==> src/rtl/xfer_guard_pkg.sv <==
package xfer_guard_pkg;

    typedef enum logic [2:0] {
        OP_JMP    = 3'd0,
        OP_CALL   = 3'd1,
        OP_RET    = 3'd2,
        OP_IRET   = 3'd3,
        OP_SWINT  = 3'd4,
        OP_EXCEPT = 3'd5,
        OP_EXTINT = 3'd6,
        OP_BAD    = 3'd7
    } op_e;

    typedef enum logic [2:0] {
        DK_CODE    = 3'd0,
        DK_CALLG   = 3'd1,
        DK_INTG    = 3'd2,
        DK_TRAPG   = 3'd3,
        DK_TSS     = 3'd4,
        DK_TASKG   = 3'd5,
        DK_OTHER6  = 3'd6,
        DK_OTHER7  = 3'd7
    } desc_e;

    typedef enum logic [1:0] {
        TB_GLOBAL = 2'd0,
        TB_LOCAL  = 2'd1,
        TB_INTR   = 2'd2,
        TB_BAD    = 2'd3
    } tbl_e;

    localparam int CLS_W = 6;

    localparam logic [CLS_W-1:0] CLS_NONE   = 6'b000000;
    localparam logic [CLS_W-1:0] CLS_SAME   = 6'b000001;
    localparam logic [CLS_W-1:0] CLS_CGATE  = 6'b000010;
    localparam logic [CLS_W-1:0] CLS_IGATE  = 6'b000100;
    localparam logic [CLS_W-1:0] CLS_OUTER  = 6'b001000;
    localparam logic [CLS_W-1:0] CLS_TSSSW  = 6'b010000;
    localparam logic [CLS_W-1:0] CLS_TGATE  = 6'b100000;

    typedef struct packed {
        logic             vld;
        logic [CLS_W-1:0] cls;
        logic             gp;
    } verdict_t;

endpackage

==> src/rtl/xfer_guard_priv.sv <==
module xfer_guard_priv #(
    parameter int PL_W = 2
) (
    input  logic [PL_W-1:0] cpl,
    input  logic [PL_W-1:0] rpl,
    input  logic [PL_W-1:0] dpl,
    input  logic            exempt,
    output logic            gate_pass,
    output logic            rpl_same,
    output logic            rpl_outer,
    output logic            dpl_same
);
    logic [PL_W-1:0] epl;

    always_comb begin
        // effective level: the less privileged (numerically larger) of the two
        epl       = (cpl > rpl) ? cpl : rpl;
        gate_pass = exempt || (epl <= dpl);
        rpl_same  = (rpl == cpl);
        rpl_outer = (rpl > cpl);
        dpl_same  = (dpl == cpl);
    end
endmodule

==> src/rtl/xfer_guard_rules.sv <==
module xfer_guard_rules
    import xfer_guard_pkg::*;
(
    input  op_e              op,
    input  desc_e            desc,
    input  tbl_e             tbl,
    input  logic             nt,
    input  logic             gate_pass,
    input  logic             rpl_same,
    input  logic             rpl_outer,
    input  logic             dpl_same,
    output logic [CLS_W-1:0] cls,
    output logic             gp
);
    logic from_gl;
    logic from_idt;
    logic is_jc;
    logic is_intr;
    logic is_ret_in_task;

    always_comb begin
        from_gl        = (tbl == TB_GLOBAL) || (tbl == TB_LOCAL);
        from_idt       = (tbl == TB_INTR);
        is_jc          = (op == OP_JMP) || (op == OP_CALL);
        is_intr        = (op == OP_SWINT) || (op == OP_EXCEPT) || (op == OP_EXTINT);
        is_ret_in_task = (op == OP_RET) || ((op == OP_IRET) && !nt);

        cls = CLS_NONE;
        unique case (desc)
            DK_CODE: begin
                if (from_gl) begin
                    if (is_jc && dpl_same) begin
                        cls = CLS_SAME;
                    end else if (is_ret_in_task) begin
                        if (rpl_same) begin
                            cls = CLS_SAME;
                        end else if (rpl_outer) begin
                            cls = CLS_OUTER;
                        end
                    end
                end
            end
            DK_CALLG: begin
                if ((op == OP_CALL) && from_gl && gate_pass) begin
                    cls = CLS_CGATE;
                end
            end
            DK_INTG, DK_TRAPG: begin
                if (is_intr && from_idt && gate_pass) begin
                    cls = CLS_IGATE;
                end
            end
            DK_TSS: begin
                if (is_jc && (tbl == TB_GLOBAL)) begin
                    cls = CLS_TSSSW;
                end
            end
            DK_TASKG: begin
                if (is_jc && from_gl && gate_pass) begin
                    cls = CLS_TGATE;
                end else if ((is_intr || ((op == OP_IRET) && nt)) && from_idt && gate_pass) begin
                    cls = CLS_TGATE;
                end
            end
            default: cls = CLS_NONE;
        endcase
        gp = (cls == CLS_NONE);
    end
endmodule

==> src/rtl/xfer_guard_stage.sv <==
module xfer_guard_stage
    import xfer_guard_pkg::*;
(
    input  logic             clk,
    input  logic             rst_n,
    input  logic             in_valid,
    output logic             in_ready,
    input  logic [CLS_W-1:0] cls_i,
    input  logic             gp_i,
    output logic             out_valid,
    input  logic             out_ready,
    output logic [CLS_W-1:0] out_class,
    output logic             out_gp
);
    verdict_t st_d;
    verdict_t st_q;
    logic     take;

    always_comb begin
        in_ready = !st_q.vld || out_ready;
        take     = in_valid && in_ready;
        st_d     = st_q;
        if (take) begin
            st_d.vld = 1'b1;
            st_d.cls = cls_i;
            st_d.gp  = gp_i;
        end else if (out_ready) begin
            st_d.vld = 1'b0;
        end
    end

    always_ff @(posedge clk) begin
        if (!rst_n) begin
            st_q <= '{vld: 1'b0, cls: CLS_NONE, gp: 1'b0};
        end else begin
            st_q <= st_d;
        end
    end

    assign out_valid = st_q.vld;
    assign out_class = st_q.cls;
    assign out_gp    = st_q.gp;

    AST_HOLD_STALLED: assert property (@(posedge clk) disable iff (!rst_n)
        out_valid && !out_ready |=> out_valid && $stable(out_class) && $stable(out_gp));
    AST_READY_WHEN_EMPTY: assert property (@(posedge clk) disable iff (!rst_n)
        !out_valid |-> in_ready);
    AST_EMPTY_AFTER_RESET: assert property (@(posedge clk)
        $rose(rst_n) |-> !out_valid);
endmodule

==> src/rtl/xfer_guard.sv <==
module xfer_guard
    import xfer_guard_pkg::*;
#(
    parameter int FLAGS_W = 16,
    parameter int NT_BIT  = 14,
    parameter int PL_W    = 2
) (
    input  logic               clk,
    input  logic               rst_n,
    input  logic               in_valid,
    output logic               in_ready,
    input  logic [2:0]         in_op,
    input  logic [2:0]         in_desc,
    input  logic [1:0]         in_table,
    input  logic [FLAGS_W-1:0] in_flags,
    input  logic [PL_W-1:0]    in_cpl,
    input  logic [PL_W-1:0]    in_rpl,
    input  logic [PL_W-1:0]    in_dpl,
    output logic               out_valid,
    input  logic               out_ready,
    output logic [5:0]         out_class,
    output logic               out_gp
);
    op_e              op;
    desc_e            desc;
    tbl_e             tbl;
    logic             nt;
    logic             exempt;
    logic             gate_pass;
    logic             rpl_same;
    logic             rpl_outer;
    logic             dpl_same;
    logic [CLS_W-1:0] cls;
    logic             gp;

    always_comb begin
        op     = op_e'(in_op);
        desc   = desc_e'(in_desc);
        tbl    = tbl_e'(in_table);
        nt     = in_flags[NT_BIT];
        exempt = (op == OP_EXCEPT) || (op == OP_EXTINT) || (op == OP_IRET);
    end

    xfer_guard_priv #(.PL_W(PL_W)) u_priv (
        .cpl       (in_cpl),
        .rpl       (in_rpl),
        .dpl       (in_dpl),
        .exempt    (exempt),
        .gate_pass (gate_pass),
        .rpl_same  (rpl_same),
        .rpl_outer (rpl_outer),
        .dpl_same  (dpl_same)
    );

    xfer_guard_rules u_rules (
        .op        (op),
        .desc      (desc),
        .tbl       (tbl),
        .nt        (nt),
        .gate_pass (gate_pass),
        .rpl_same  (rpl_same),
        .rpl_outer (rpl_outer),
        .dpl_same  (dpl_same),
        .cls       (cls),
        .gp        (gp)
    );

    xfer_guard_stage u_stage (
        .clk       (clk),
        .rst_n     (rst_n),
        .in_valid  (in_valid),
        .in_ready  (in_ready),
        .cls_i     (cls),
        .gp_i      (gp),
        .out_valid (out_valid),
        .out_ready (out_ready),
        .out_class (out_class),
        .out_gp    (out_gp)
    );

    AST_CLASS_ONEHOT0: assert property (@(posedge clk) disable iff (!rst_n)
        out_valid |-> $onehot0(out_class));
    AST_PASS_HAS_CLASS: assert property (@(posedge clk) disable iff (!rst_n)
        out_valid && !out_gp |-> $countones(out_class) == 1);
    AST_FAULT_NO_CLASS: assert property (@(posedge clk) disable iff (!rst_n)
        out_valid && out_gp |-> out_class == '0);
    AST_TSS_GLOBAL_ONLY: assert property (@(posedge clk) disable iff (!rst_n)
        in_valid && in_ready && in_desc == 3'd4 && in_table != 2'd0 |=> out_gp);
    AST_IGATE_IDT_ONLY: assert property (@(posedge clk) disable iff (!rst_n)
        in_valid && in_ready && (in_desc == 3'd2 || in_desc == 3'd3) && in_table != 2'd2 |=> out_gp);
    AST_CGATE_CALL_ONLY: assert property (@(posedge clk) disable iff (!rst_n)
        in_valid && in_ready && in_desc == 3'd1 && in_op != 3'd1 |=> out_gp);
endmodule

==> config.mk <==
export PLATFORM = sky130hd
export DESIGN_NAME = xfer_guard
export DESIGN_NICKNAME = d
export VERILOG_FILES = /design/src/rtl/xfer_guard_pkg.sv /design/src/rtl/xfer_guard_priv.sv /design/src/rtl/xfer_guard_rules.sv /design/src/rtl/xfer_guard_stage.sv /design/src/rtl/xfer_guard.sv
export SDC_FILE = /design/constraint.sdc
export NUM_CORES = 1
export LEC_CHECK = 0
export BUFFER_PORTS_ARGS = -buffer_cell sky130_fd_sc_hd__buf_4
export CORE_UTILIZATION = 37
export CTS_CLUSTER_DIAMETER = 50
export CTS_CLUSTER_SIZE = 14
export DETAILED_ROUTE_END_ITERATION = 10
export HOLD_SLACK_MARGIN = 0.12
export PLACE_DENSITY = 0.77
export SLEW_MARGIN = 20
export SYNTH_ARGS = -nofsm -noshare
export SYNTH_HDL_FRONTEND = slang
export SYNTH_SLANG_ARGS = --single-unit
==> constraint.sdc <==
create_clock -name clk -period 2.3 [get_ports clk]
set_input_delay 0.345 -clock clk [delete_from_list [all_inputs] [get_ports clk]]
set_output_delay 0.345 -clock clk [all_outputs]
set_load 0.1 [all_outputs]
==> results of run 1 <==
area by class of cell:
class	count	share of cell area (%)
tap	24	3.10
inverter	8	3.10
timing repair buffer	33	25.6
multi-input combinational	64	49.2
sequential	8	16.7
clock buffer	3	2.33
power by group through the flow:
stage	combinational, mW	clock, mW	sequential [mW]
3_3_place_gp	0.136	0	0.147
6_report	0.149	0.105	0.144
2_1_floorplan	0.0629	0	0.170
5_1_grt	0.161	0.117	0.144
3_5_place_dp	0.140	0	0.147
4_1_cts	0.140	0.109	0.144
cell usage after synthesis:
cell,n
o211ai_1,1
xnor2_1,3
nand3_1,3
and2_0,1
a21oi_1,2
nor2_1,3
and2b_1,1
buf_2,1
or3_1,3
nand3b_1,1
nand4bb_1,1
dfxtp_1,8
o2111ai_1,1
a21boi_1,1
or3b_1,1
and4b_1,1
inv_1,8
buf_6,1
o31ai_2,1
mux2i_1,2
nand2b_1,1
mux2_2,1
nor4b_1,1
a21boi_0,5
nor3_1,3
nor2b_1,6
a2bb2oi_2,1
ha_1,5
o21bai_1,1
a211oi_1,2
nand2_1,10
nand4_1,2
state kept, by name (all words and copies together), names as in the netlist:
name / count
u_stage.out_gp: 1
u_stage.out_valid: 1
u_stage.out_class: 6
metal layers:
metal	vias to the layer above	GRT usage, %	wire length, um
met4	0	10.9	10
met5	-	0	0
met2	28	31.5	785
met3	2	3.67	77
li1	357	-	-
met1	322	19.0	643
critical path, cell delays in order:
cell,delay [ns]
buf_4,0.08
inv_1,0.04
ha_1,0.32
o21bai_2,0.16
mux2i_1,0.22
ha_1,0.28
a2bb2oi_4,0.18
a21oi_1,0.09
or3_1,0.38
o31ai_2,0.20
cells by family (layout without fill, tap and decap cells):
| family | after synthesis | in the layout | synth area share [%] |
|---|---|---|---|
| and+or+nand+nor | 38 | 38 | 32.3 |
| AOI/OAI and AO/OA | 15 | 15 | 18.3 |
| buffers and inverters | 10 | 44 | 6.99 |
| DFF | 8 | 8 | 24.2 |
| adders and majority gates | 5 | 5 | 9.45 |
| xor gates and xnor gates | 3 | 3 | 3.97 |
| muxes | 3 | 3 | 4.73 |
how the worst max path moves through the flow:
stage	endpoint	slack, ns
after floorplan	u_stage.out_gp	0.06
after global placement	u_stage.out_gp	-0.15
after detailed placement	u_stage.out_gp	-0.20
after CTS	u_stage.out_gp	0.06
after global routing	u_stage.out_gp	0.02
final	u_stage.out_gp	0.17
timing repair:
item                                   4_1_cts  5_1_grt
setup endpoints to repair                    0        1
endpoints found under the hold margin        0        0
buffers inserted                             0        0
resized for setup                            0        3
hold buffers                                 0        0
through the flow:
step	power, mW	instances	setup TNS, ns	setup WS (ns)	hold WS (ns)
after floorplan	0.233	82	0	0.0631	0.473
after global placement	0.283	137	-0.155	-0.155	0.446
after detailed placement	0.287	137	-0.201	-0.201	0.451
after CTS	0.394	140	0	0.0558	0.351
after global routing	0.422	140	0	0.0190	0.370
final	0.398	140	0	0.167	0.354
==> impl_metrics.json, run 1 <==
{
  "max_freq_mhz": 469,
  "htreeDepth": 1,
  "clockPowerShare_pct": 26.5,
  "r2r_end": "u_stage.out_gp",
  "outcome": "complete, no violations",
  "multi_input_area_um2": 475,
  "start_util_pct": 41.5,
  "hold_path.class": "input port to register",
  "cp-startpoint": "in_cpl[1]",
  "ant_nets": 0,
  "holdPathEnd": "u_stage.out_valid",
  "antennaDiodeCount": 0,
  "seqPwrFrac_pct": 36.2,
  "setup_violations": 0,
  "grt_pass1_wl_um": 2530,
  "p_sw_mw": 0.129,
  "rsz0062_at_grt": "no",
  "dieWidth_um": 44.3,
  "intPower_mw": 0.270,
  "switching_share_pct": 32.3,
  "r2r_start": "u_stage.out_valid",
  "dieHeight_um": 44.3,
  "dp.final_hpwl_um": 1260,
  "hold_depth": 3,
  "mostFrequentLayoutCell": "buf_4",
  "pwr_density_cell_nw_per_um2": 412,
  "hold_violations": 0,
  "ys_warn_count": 0,
  "io_buffers": 27,
  "wl_um": 1520,
  "tightest_slew_ns": 0.562,
  "nets": 157,
  "relSlewSlack_pct": 62.0,
  "grt.overflow.total": 0,
  "synth.area.top_cells": "dfxtp_1, ha_1, a21boi_0, nand2_1, nor2b_1",
  "cts_root_buf": "clkbuf_4",
  "regArea_um2": 161,
  "rows": 14,
  "worstPathRequired_ns": 2.47,
  "syn-cell-area_um2": 662,
  "synth_top_area_share_pct": 24.2,
  "drtIter0Drc": 20,
  "core_area_um2": 1590,
  "cts_made_buffers": 3,
  "seq_area_frac_synth_pct": 24.2,
  "clock_latency_ns": 0.25,
  "comb_power_share_pct": 37.4,
  "grtUsageTotal_pct": 17.7,
  "final_core_util_pct": 60.7,
  "dieArea_um2": 1960,
  "synth_fp_nets": 121,
  "antenna_found_initial": 0,
  "worstSetupPathType": "input port to register",
  "layout_common_cells": "buf_4, nand2_1, inv_1, dfxtp_1",
  "critPathLaunchType": "input port",
  "peakVddDrop_v": 0.000167,
  "syn_inst": 82,
  "pin_count": 43,
  "ys_ff_latch": 8,
  "drive_gt1_share_pct": 37.1,
  "wl_per_cell_um": 10.8,
  "fill_cells": 158,
  "p_leak_nw": 0.432,
  "grt_max_degree": 10,
  "fin_skew_ns": 0.00141,
  "dr_total_vias": 709,
  "ys_types": 32,
  "period_share_pct": 92.8,
  "hold_path.startpoint": "in_valid",
  "tritoncts": "yes",
  "rr_worst_depth": 5,
  "grt_pass1_vias": 651,
  "area_growth_pct": 46.1,
  "period_minus_slack_ns": 2.13,
  "worstPathArrival_ns": 2.30,
  "ff2ff_setup_slack_ns": 0.83,
  "clock-sinks": 8,
  "slew_violations": 0,
  "drt_drc_violations_left": 0,
  "final_area_um2": 967,
  "maxCapViolCount": 0,
  "avgViaCountPerCell": 5.06,
  "endpoint_kind": "register",
  "place_area_um2": 927,
  "dr.pass1.iters": 6,
  "cp_max_fo": 4,
  "clkTransAtPathRegs_ns": 0.05,
  "clockBufferDepth": 2,
  "synth_top_area_cell": "dfxtp_1",
  "synth.avg_cell_area_um2": 8.07,
  "gp_congestion": 0.916
}
Power figures use the tool's default switching activity.
==> inputs of run 2 (changes only) <==
- CORE_UTILIZATION: 37 -> 40
- PLACE_DENSITY: 0.77 -> 0.8
- clock period: 2.3 -> 2.57 ns (I/O delays scaled with it)
==> run 2 against run 1 <==
  * Register-to-register slack better by 0.23 ns
  * Clock skew rose by 0.0013 ns
  * Flip-flop and latch count unchanged
  * Total power down 15%
  * Die area is 7.2% lower
  * Setup slack improved by 0.089 ns
  * Global-route usage up 0.13 points
  * Cell count fell by 10%
  * Sequential share of layout area rose by 1.2 points
  * First-iteration DRC count decreased by 30%
  * Clock power shrank 11%
==> impl_metrics.json, run 2 (same netlist as run 1, synthesis figures left out) <==
{
  "relSlewSlack_pct": 71.3,
  "mostFrequentLayoutCell": "buf_4",
  "cts-hold-fix-buffers": 0,
  "clockBufferDepth": 2,
  "setup_violations": 0,
  "rows": 14,
  "tightest_slew_ns": 0.425,
  "critPathLaunchType": "input port",
  "fin_tns_setup_ns": 0,
  "drt_drc_violations_left": 0,
  "nets": 151,
  "dr.pass1.iters": 4,
  "period_share_pct": 90.1,
  "outcome": "complete, no violations",
  "worstPathRequired_ns": 2.74,
  "multi_input_area_um2": 458,
  "tritoncts": "yes",
  "dieArea_um2": 1820,
  "clock_latency_ns": 0.25,
  "dieHeight_um": 42.7,
  "top_layer": "met4",
  "intPower_mw": 0.231,
  "fill_cells": 153,
  "fin_skew_ns": 0.00275,
  "maxCapViolCount": 0,
  "period_minus_slack_ns": 2.31,
  "wl_met3_um": 104,
  "dr_total_vias": 681,
  "comb_power_share_pct": 34.7,
  "start_util_pct": 43.4,
  "postCtsSetupBuffers": 0,
  "cts_resized": 0,
  "place_inst": 123,
  "layout_common_cells": "buf_4, nand2_1, inv_1, dfxtp_1, nor2b_1",
  "grt_pass1_wl_um": 2510,
  "slew_violations": 0,
  "met2_length_um": 662,
  "wl_per_cell_um": 11.1,
  "grt_max_degree": 10,
  "clkTransAtPathRegs_ns": 0.05,
  "stdcell_count": 126,
  "worstPathArrival_ns": 2.48,
  "wl_um": 1400,
  "hold_path.class": "input port to register",
  "drtIter0Drc": 14,
  "avgViaCountPerCell": 5.40,
  "gp_congestion": 0.904,
  "place_area_um2": 871,
  "final_area_um2": 893,
  "max_freq_mhz": 432,
  "area_growth_pct": 35.0,
  "antenna_found_initial": 0,
  "clockPowerShare_pct": 27.4,
  "antennaDiodeCount": 0,
  "io_buffers": 27,
  "hold_violations": 0,
  "grt_pass1_vias": 658,
  "seqPwrFrac_pct": 37.9,
  "worstSetupPathType": "input port to register",
  "switching_share_pct": 32.0,
  "drive_gt1_share_pct": 30.9,
  "rsz0062_at_grt": "no",
  "largest_reg_flops": 6,
  "cp_max_fo": 4,
  "drt-met1-wl_um": 611,
  "dieWidth_um": 42.7,
  "dp.final_hpwl_um": 1190,
  "cts_root_buf": "clkbuf_4",
  "grt.overflow.total": 0,
  "p_sw_mw": 0.109,
  "core_area_um2": 1520,
  "cts_made_buffers": 3,
  "htreeDepth": 1,
  "grtUsageTotal_pct": 17.8,
  "p_leak_nw": 0.395,
  "pwr_density_cell_nw_per_um2": 380,
  "pin_count": 43,
  "clock-sinks": 8,
  "regArea_um2": 160,
  "endpoint_kind": "register",
  "peakVddDrop_v": 0.000135,
  "ant_nets": 0
}
[run 2: area by class of cell]
| type | instances | area share [%] |
|---|---|---|
| Sequential cell | 8 | 17.9 |
| Multi-Input combinational cell | 64 | 51.3 |
| Clock buffer | 3 | 2.52 |
| Inverter | 8 | 3.36 |
| Timing Repair Buffer | 27 | 22.7 |
| Tap cell | 16 | 2.24 |
[run 2: worst paths after layout]
check	from	end	cells past startpoint	slack [ns]
min reg2reg	u_stage.out_class[3]	u_stage.out_class[3]	2	0.46
min	in_valid	u_stage.out_valid	3	0.41
max	in_cpl[1]	u_stage.out_gp	10	0.26
max reg2reg	u_stage.out_valid	u_stage.out_gp	5	1.06
[run 2: stage by stage]
stage / setup WS, ns / power [mW] / hold slack, ns / util, %
after floorplan: 0.193 / 0.208 / 0.514 / -
after global placement: 0.0299 / 0.247 / 0.444 / 57.1
after detailed placement: -0.00921 / 0.249 / 0.450 / 57.1
after CTS: 0.245 / 0.342 / 0.407 / 58.6
after global routing: 0.0926 / 0.364 / 0.421 / 58.6
final: 0.256 / 0.339 / 0.405 / 58.6
[run 2: worst max-delay path, stage by stage]
cell and delay, ns:
buf_4 0.09, inv_1 0.05, ha_1 0.30, o21bai_1 0.23, mux2i_1 0.24, ha_1 0.26
a2bb2oi_2 0.21, a21oi_1 0.11, or3_1 0.40, o31ai_2 0.21
[run 2: routing by layer]
layer	up-vias	global-route usage (%)
li1	345	-
met1	300	20.6
met2	32	29.1
met3	4	4.68
met4	0	10.6
met5	-	0
[run 2: power groups by stage]
stage / Combinational [mW] / Sequential [mW] / Clock, mW
after CTS: 0.118 / 0.129 / 0.0955
after floorplan: 0.0563 / 0.152 / 0
after global routing: 0.128 / 0.129 / 0.107
final: 0.118 / 0.129 / 0.0931
after detailed placement: 0.118 / 0.131 / 0
after global placement: 0.115 / 0.131 / 0
